[src/rtl/tpg_pkg.sv]
package tpg_pkg;
  typedef enum logic {
    SRC_STATIC = 1'b0,
    SRC_WORD   = 1'b1
  } tpg_src_e;
endpackage

[src/rtl/tpg_rst_sync.sv]
module tpg_rst_sync (
  input  logic clk,
  input  logic rst_n,
  output logic rst_sync_n
);
  logic [1:0] sync_q;

  always_ff @(posedge clk or negedge rst_n) begin
    if (!rst_n) sync_q <= 2'b00;
    else        sync_q <= {sync_q[0], 1'b1};
  end

  assign rst_sync_n = sync_q[1];
endmodule

[src/rtl/tpg_word_ser.sv]
module tpg_word_ser #(
  parameter int WORD_W = 16
) (
  input  logic              clk,
  input  logic              rst_n,
  input  logic              run,
  input  logic [WORD_W-1:0] word_in,
  output logic              pat_bit
);
  localparam int IDX_W = $clog2(WORD_W);
  localparam logic [IDX_W-1:0] IDX_TOP = IDX_W'(WORD_W - 1);

  logic [IDX_W-1:0]  idx_q, idx_d;
  logic [WORD_W-1:0] shd_q, shd_d;
  logic              at_last;
  logic              shd_en;

  always_comb begin
    at_last = (idx_q == '0);
    shd_en  = !run || at_last;
    shd_d   = word_in;
    if (!run || at_last) idx_d = IDX_TOP;
    else                 idx_d = idx_q - 1'b1;
  end

  always_ff @(posedge clk or negedge rst_n) begin
    if (!rst_n) begin
      idx_q <= IDX_TOP;
      shd_q <= '0;
    end else begin
      idx_q <= idx_d;
      if (shd_en) shd_q <= shd_d;
    end
  end

  assign pat_bit = shd_q[idx_q];

  AST_IDX_WRAP: assert property (@(posedge clk) disable iff (!rst_n)
    run && (idx_q == '0) |=> idx_q == IDX_TOP);
  AST_IDX_STEP: assert property (@(posedge clk) disable iff (!rst_n)
    run && (idx_q != '0) |=> idx_q == $past(idx_q) - 1'b1);
  AST_WORD_HOLD: assert property (@(posedge clk) disable iff (!rst_n)
    run && (idx_q != '0) |=> $stable(shd_q));
  AST_IDLE_RESTART: assert property (@(posedge clk) disable iff (!rst_n)
    !run |=> (idx_q == IDX_TOP) && (shd_q == $past(word_in)));
endmodule

[src/rtl/tpg_out_stage.sv]
module tpg_out_stage
  import tpg_pkg::*;
(
  input  logic     clk,
  input  logic     rst_n,
  input  logic     en,
  input  tpg_src_e src,
  input  logic     pat_bit,
  input  logic     nd_bit,
  input  logic     nd_valid,
  output logic     tx_bit,
  output logic     tx_valid
);
  logic bit_d, vld_d;

  always_comb begin
    if (en) begin
      vld_d = 1'b1;
      bit_d = (src == SRC_WORD) ? pat_bit : 1'b0;
    end else begin
      vld_d = nd_valid;
      bit_d = nd_bit;
    end
  end

  always_ff @(posedge clk or negedge rst_n) begin
    if (!rst_n) begin
      tx_bit   <= 1'b0;
      tx_valid <= 1'b0;
    end else begin
      tx_bit   <= bit_d;
      tx_valid <= vld_d;
    end
  end

  AST_VALID_IN_TEST: assert property (@(posedge clk) disable iff (!rst_n)
    en |=> tx_valid);
  AST_STATIC_LOW: assert property (@(posedge clk) disable iff (!rst_n)
    en && (src == SRC_STATIC) |=> !tx_bit);
  AST_PASS_THRU: assert property (@(posedge clk) disable iff (!rst_n)
    !en |=> (tx_bit == $past(nd_bit)) && (tx_valid == $past(nd_valid)));
  AST_WORD_SRC: assert property (@(posedge clk) disable iff (!rst_n)
    en && (src == SRC_WORD) |=> tx_bit == $past(pat_bit));
endmodule

[src/rtl/fiber_tpg.sv]
module fiber_tpg
  import tpg_pkg::*;
#(
  parameter int WORD_W = 16
) (
  input  logic              clk,
  input  logic              rst_n,
  input  logic [WORD_W-1:0] tp_word,
  input  logic              tp_enable,
  input  logic              tp_use_word,
  input  logic              nd_bit,
  input  logic              nd_valid,
  output logic              tx_bit,
  output logic              tx_valid
);
  logic     rst_int_n;
  logic     pat_bit;
  tpg_src_e src_sel;

  assign src_sel = tp_use_word ? SRC_WORD : SRC_STATIC;

  tpg_rst_sync u_rst (
    .clk        (clk),
    .rst_n      (rst_n),
    .rst_sync_n (rst_int_n)
  );

  tpg_word_ser #(.WORD_W(WORD_W)) u_ser (
    .clk     (clk),
    .rst_n   (rst_int_n),
    .run     (tp_enable),
    .word_in (tp_word),
    .pat_bit (pat_bit)
  );

  tpg_out_stage u_out (
    .clk      (clk),
    .rst_n    (rst_int_n),
    .en       (tp_enable),
    .src      (src_sel),
    .pat_bit  (pat_bit),
    .nd_bit   (nd_bit),
    .nd_valid (nd_valid),
    .tx_bit   (tx_bit),
    .tx_valid (tx_valid)
  );

  AST_RESET_QUIET: assert property (@(posedge clk) disable iff (!rst_n)
    !rst_int_n |-> !tx_bit && !tx_valid);
endmodule

[config.mk]
export PLATFORM = sky130hd
export DESIGN_NAME = fiber_tpg
export DESIGN_NICKNAME = d
export VERILOG_FILES = /design/src/rtl/tpg_pkg.sv /design/src/rtl/tpg_rst_sync.sv /design/src/rtl/tpg_word_ser.sv /design/src/rtl/tpg_out_stage.sv /design/src/rtl/fiber_tpg.sv
export SDC_FILE = /design/constraint.sdc
export NUM_CORES = 1
export LEC_CHECK = 0
export ABC_CLOCK_PERIOD_IN_PS = 1600
export CAP_MARGIN = 10
export CORE_UTILIZATION = 52
export CTS_CLUSTER_SIZE = 12
export DETAILED_ROUTE_END_ITERATION = 10
export MAX_ROUTING_LAYER = met4
export PLACE_DENSITY = 0.87
export SKIP_LAST_GASP = 1
export SYNTH_ARGS = -nofsm -noshare
export SYNTH_HDL_FRONTEND = slang
export SYNTH_HIERARCHICAL = 1
export SYNTH_SLANG_ARGS = --single-unit
[constraint.sdc]
create_clock -name clk -period 1.6 [get_ports clk]
set_clock_uncertainty 0.1 [all_clocks]
set_input_delay 0.4 -clock clk [delete_from_list [all_inputs] [get_ports clk]]
set_output_delay 0.4 -clock clk [all_outputs]
set_load 0.02 [all_outputs]
Word-level counts from Yosys, hierarchy flattened. Index checks and enable logic that the tools add are counted.

Bits in latches: 0. Bits in writable memories: 0. Input bits: 22. Register bits after elaboration: 24. Memories: 0. ROM bits: 0.

Mux-type cells: 7. Reduce and logical (&&, ||, !) cells: 3. Add/sub/neg operators: 1. Bitwise operators: 0. Eq/ne operators: 0. Multipliers: 0. Shift operators: 0. Order comparisons: 1. Divide/modulo/power cells: 0.

Operator list (count): < comparator 4 x 5 -> 1 bit, second input constant (1); two-way mux 1 bit (5); binary-select mux 1 bit (select 4 bit) (1); zero test 4 bit (1); two-way mux 4 bit (1); subtractor 4 x 1 -> 4 bit, second input constant (1); zero test 1 bit (1); logical OR 1 bit (1).

Logic depth before layout (Yosys ltp).
Word-level depth: 4. Gate-level depth with buffers: 7. Mapped depth without buffers: 5.

Modules after synthesis. Netlist, hierarchy kept.

By module, submodules not included: tpg_word_ser (cells each 59, area an instance 942.2 µm², times used 1, sequential area each 505.5 µm²); tpg_out_stage (cells each 6, area an instance 70.1 µm², times used 1, sequential area each 50.0 µm²); tpg_rst_sync (cells each 3, area an instance 53.8 µm², times used 1, sequential area each 50.0 µm²).

Least setup slack after synthesis. Ideal clock, no wire load.

Kind: reg-to-reg. Start: reg u_ser.idx_q[0]. End: reg u_out.tx_bit. Setup time: 0.126 ns. Data arrival time: 1.484 ns. Clock period less this slack: 1.710 ns. Stages on the path, launching flop included: 7. Required time: 1.374 ns. Path slack: -0.110 ns. Path through: dfstp_2 > buf_6 > mux4_1 > mux2i_1 > mux2i_1 > nand3_1 > o21ai_0.

Word-level cells in the longest chain between the ends: 4.

RTL lines: from (decl) (line tpg_word_ser.sv:13) `logic [IDX_W-1:0] idx_q, idx_d;`; from (signal assigned) (line tpg_word_ser.sv:31) `idx_q <= idx_d;`; binary-select mux 1 bit (select 4 bit) (line tpg_word_ser.sv:36) `assign pat_bit = shd_q[idx_q];`; two-way mux 1 bit (implied by the code) (line tpg_word_ser.sv:36); named net pat_bit (line fiber_tpg.sv:17) `logic pat_bit;`; two-way mux 1 bit (line tpg_out_stage.sv:19) `bit_d = (src == SRC_WORD) ? pat_bit : 1'b0;`; two-way mux 1 bit (line tpg_out_stage.sv:17) `if (en) begin`; named net u_out.bit_d (line tpg_out_stage.sv:14) `logic bit_d, vld_d;`; to (signal assigned) (line tpg_out_stage.sv:31) `tx_bit <= bit_d;`; to (decl) (line tpg_out_stage.sv:11) `output logic tx_bit,`.

The timed path passes the listed nets, and every way through them passes these cells. The select of a mux whose other input is x is not followed. A chain may end at the register's enable or synchronous reset.

Final worst setup path. Ends and elaborated chain as after synthesis.

==> results.py <==
metrics = {
    "drt": {
        "via_count": 661,
        "first_pass_iters": 1,
        "route.final.wire_length_mm": 1.98,
        "drcViolationCount": 0,
        "antenna_left": 0,
        "drt_iter0_markers": 0,
        "vias_per_cell": 5.20,
        "wl_per_cell_um": 15.6,
    },
    "grt": {
        "first_global_vias": 649,
        "antenna_found_initial": 0,
        "grt.total_usage": 0.223,
        "grt.overflow.total": 0,
        "grt_start_max_net_pins": 23,
        "grt_pass1_wl_mm": 3.04,
    },
    "logic_synthesis": {
        "synth-xor-area-share": 0.00822,
        "yosysUniqueCellTypes": 20,
        "synthArstFlopShare": 1.00,
        "synthDominantCellAreaShare": 0.469,
        "synth_nets": 91,
        "synth_top_family_by_area": "multiplexers",
        "synthMuxAreaShare": 0.296,
        "synth-compound-area-share": 0.0270,
        "synth_area_leaders": "dfrtp_1, mux2_2, dfstp_2",
        "yosysWarnings": 6,
        "ys_seq_elements": 24,
        "syn_inst": 68,
        "synth_edf_count": 0,
        "ys_seq_area_frac": 0.568,
        "synth-adder-area-share": 0.0117,
        "synth_area_um2": 1070,
        "yosys.area_share.simple": 0.0493,
        "synth_top_area_cell": "dfrtp_1",
        "yosysMostFrequentCell": "dfrtp_1",
        "synth_area_per_cell_um2": 15.7,
        "synthFlopType": "dfrtp_1",
        "synthTopCellsByCount": "dfrtp_1, mux2_2, dfstp_2, mux4_1",
    },
    "power": {
        "ir_worst_vdd_mv": 0.693,
        "p_int_w": 0.000931,
        "p_per_area_nw_per_um2": 829,
        "p_clk_frac": 0.220,
        "power.leakage_nw": 0.666,
        "p_sw_w": 0.000289,
        "combPwrFrac": 0.206,
        "seqPwrFrac": 0.574,
        "netSwitchingFraction": 0.237,
    },
    "worst_hold_path": {
        "hp-class": "flip-flop to asynchronous set/reset pin",
    },
    "floorplanning": {
        "io_pins": 24,
        "core_area_um2": 1940,
        "die_w_um": 47.3,
        "fp-row-count": 16,
        "die_area_um2": 2230,
        "start_util": 0.549,
        "die_h_um": 47.3,
    },
    "placement": {
        "detailed_place_hpwl_mm": 1.45,
        "placed_cells": 120,
        "finalWeightedCongestion": 0.718,
        "port_buffers": 23,
    },
    "status": {
        "violations": "setup timing",
        "status": "finished with violations",
    },
    "sta": {
        "rsz0062_at_grt": "true",
        "post-route-min-period_ps": 1810,
        "slew_violations": 0,
        "finalHoldViolCount": 0,
        "fin_crit_sh": 1.13,
        "setup_slack_ps": -214,
        "setup_violations": 17,
        "fmax_ghz": 0.551,
        "holdWs_ps": 112,
    },
    "worst_setup_path": {
        "r2r_cells": 5,
        "path_buf_inv": 0,
        "cp.arrival_ps": 1920,
        "cpMaxStageDelayCell": "dfstp_2",
        "crit_top_cell": "mux2i_1",
        "endpoint_kind": "flip-flop",
        "crit_chain": "mux4_2, mux2i_1, mux2i_1, nand3_1, o21ai_1",
        "regToRegSetupSlack_ps": -210,
        "start_kind": "flip-flop",
        "reg2reg_from": "u_ser/idx_q[0]$_DFF_PN1_",
        "cp_slowest_stage_delay_ps": 660,
        "worst_r2r_endpoint": "u_out/tx_bit$_DFF_PN0_",
        "crit_type": "flip-flop to flip-flop",
        "crit_path_max_fanout": 7,
        "critical-path-top-delay-family": "multiplexers",
        "required_ps": 1710,
    },
    "final_layout": {
        "drive_gt1_frac": 0.410,
        "area_growth_pct": 38.0,
        "nets": 124,
        "n_antenna_cell": 0,
        "final_cells": 127,
    },
    "clocking": {
        "htreeDepth": 1,
        "clk_latency_ps": 320,
        "cts_hold_repair.buffers": 0,
        "numCtsBuffers": 3,
        "max-clock-path-buffers": 2,
        "cts_tree": "done",
        "clockRootBuffer": "clkbuf_4",
        "clock-sinks": 24,
        "path_clk_slew_ps": 120,
    },
    "flow_run": {
        "cap_violations": 0,
    },
}
==> registers in the layout, indices dropped and copies added (netlist names) <==
signal / flops
u_rst/sync_q: 2
u_out/tx_bit: 1
u_ser/idx_q: 4
u_ser/shd_q: 16
u_out/tx_valid: 1
==> power by group through the flow <==
stage	Sequential (W)	Combinational, W	Clock, W
after detailed placement	0.000712	0.000239	0
after CTS	0.000700	0.000247	0.000281
after global routing	0.000706	0.000269	0.000309
after floorplan	0.000709	0.000138	0
after global placement	0.000709	0.000226	0
final	0.000701	0.000251	0.000268
==> how the worst max path moves through the flow <==
stage                     slack, ps                          to                      from  cells after the start
after floorplan                 -70  u_ser/shd_q[0]$_DFFE_PN0P_  u_ser/idx_q[0]$_DFF_PN1_                      7
after global placement         -100      u_out/tx_bit$_DFF_PN0_  u_ser/idx_q[0]$_DFF_PN1_                      5
after detailed placement       -220      u_out/tx_bit$_DFF_PN0_  u_ser/idx_q[0]$_DFF_PN1_                      5
after CTS                      -230      u_out/tx_bit$_DFF_PN0_  u_ser/idx_q[0]$_DFF_PN1_                      5
after global routing           -300      u_out/tx_bit$_DFF_PN0_  u_ser/idx_q[0]$_DFF_PN1_                      5
final                          -210      u_out/tx_bit$_DFF_PN0_  u_ser/idx_q[0]$_DFF_PN1_                      5
==> metrics by stage <==
stage                     setup TNS, ps  power [W]  cell area (um2)  utilization  setup WS, ps
after floorplan                    -753   0.000846             1100            -         -69.4
after global placement            -1460   0.000935             1390        0.715          -103
after detailed placement          -2010   0.000951             1390        0.715          -218
after CTS                         -2060    0.00123             1450        0.747          -227
after global routing              -3170    0.00128             1470        0.758          -302
final                             -2120    0.00122             1470        0.758          -214
==> cells by family after synthesis <==
group | Yosys count
AO/OA/AOI/OAI | 3
other | 1
AND/OR/NAND/NOR | 9
adder cells (fa/ha/maj) | 1
XOR/XNOR | 1
buffers and inverters | 6
multiplexers | 23
flip-flops | 24
==> placed cells by master, fill, tap and decap left out, types with 2 or more instances in the layout <==
master / n
mux4_2: 4
mux2i_1: 3
dlygate4sd2_1: 2
mux2_4: 11
nand2_1: 2
clkbuf_4: 3
clkdlybuf4s50_1: 21
dfstp_2: 4
nand3_1: 2
dfrtp_1: 20
buf_4: 5
inv_1: 2
mux2_2: 5
==> routing by layer <==
layer  global-route usage  share of wire
met4                0.183          0.063
met2                0.318           0.49
met3               0.0346          0.032
met1                0.276           0.41
met5                    -              0
==> final cells by class <==
class                           count  area (um2)
Clock buffer                        4        26.3
Fill cell                         132         470
Inverter                            3        11.3
Multi-Input combinational cell     38         470
Sequential cell                    24         606
Tap cell                           27        33.8
Timing Repair Buffer               31         324
==> timing repair <==
action | 4_1_cts | 5_1_grt
buffers inserted | 1 | 2
gates cloned | 1 | 0
gates resized for setup | 4 | 3
setup endpoints to repair | 19 | 20
pin swaps | 1 | 0
No activity file was read; power rests on OpenSTA's default activity.
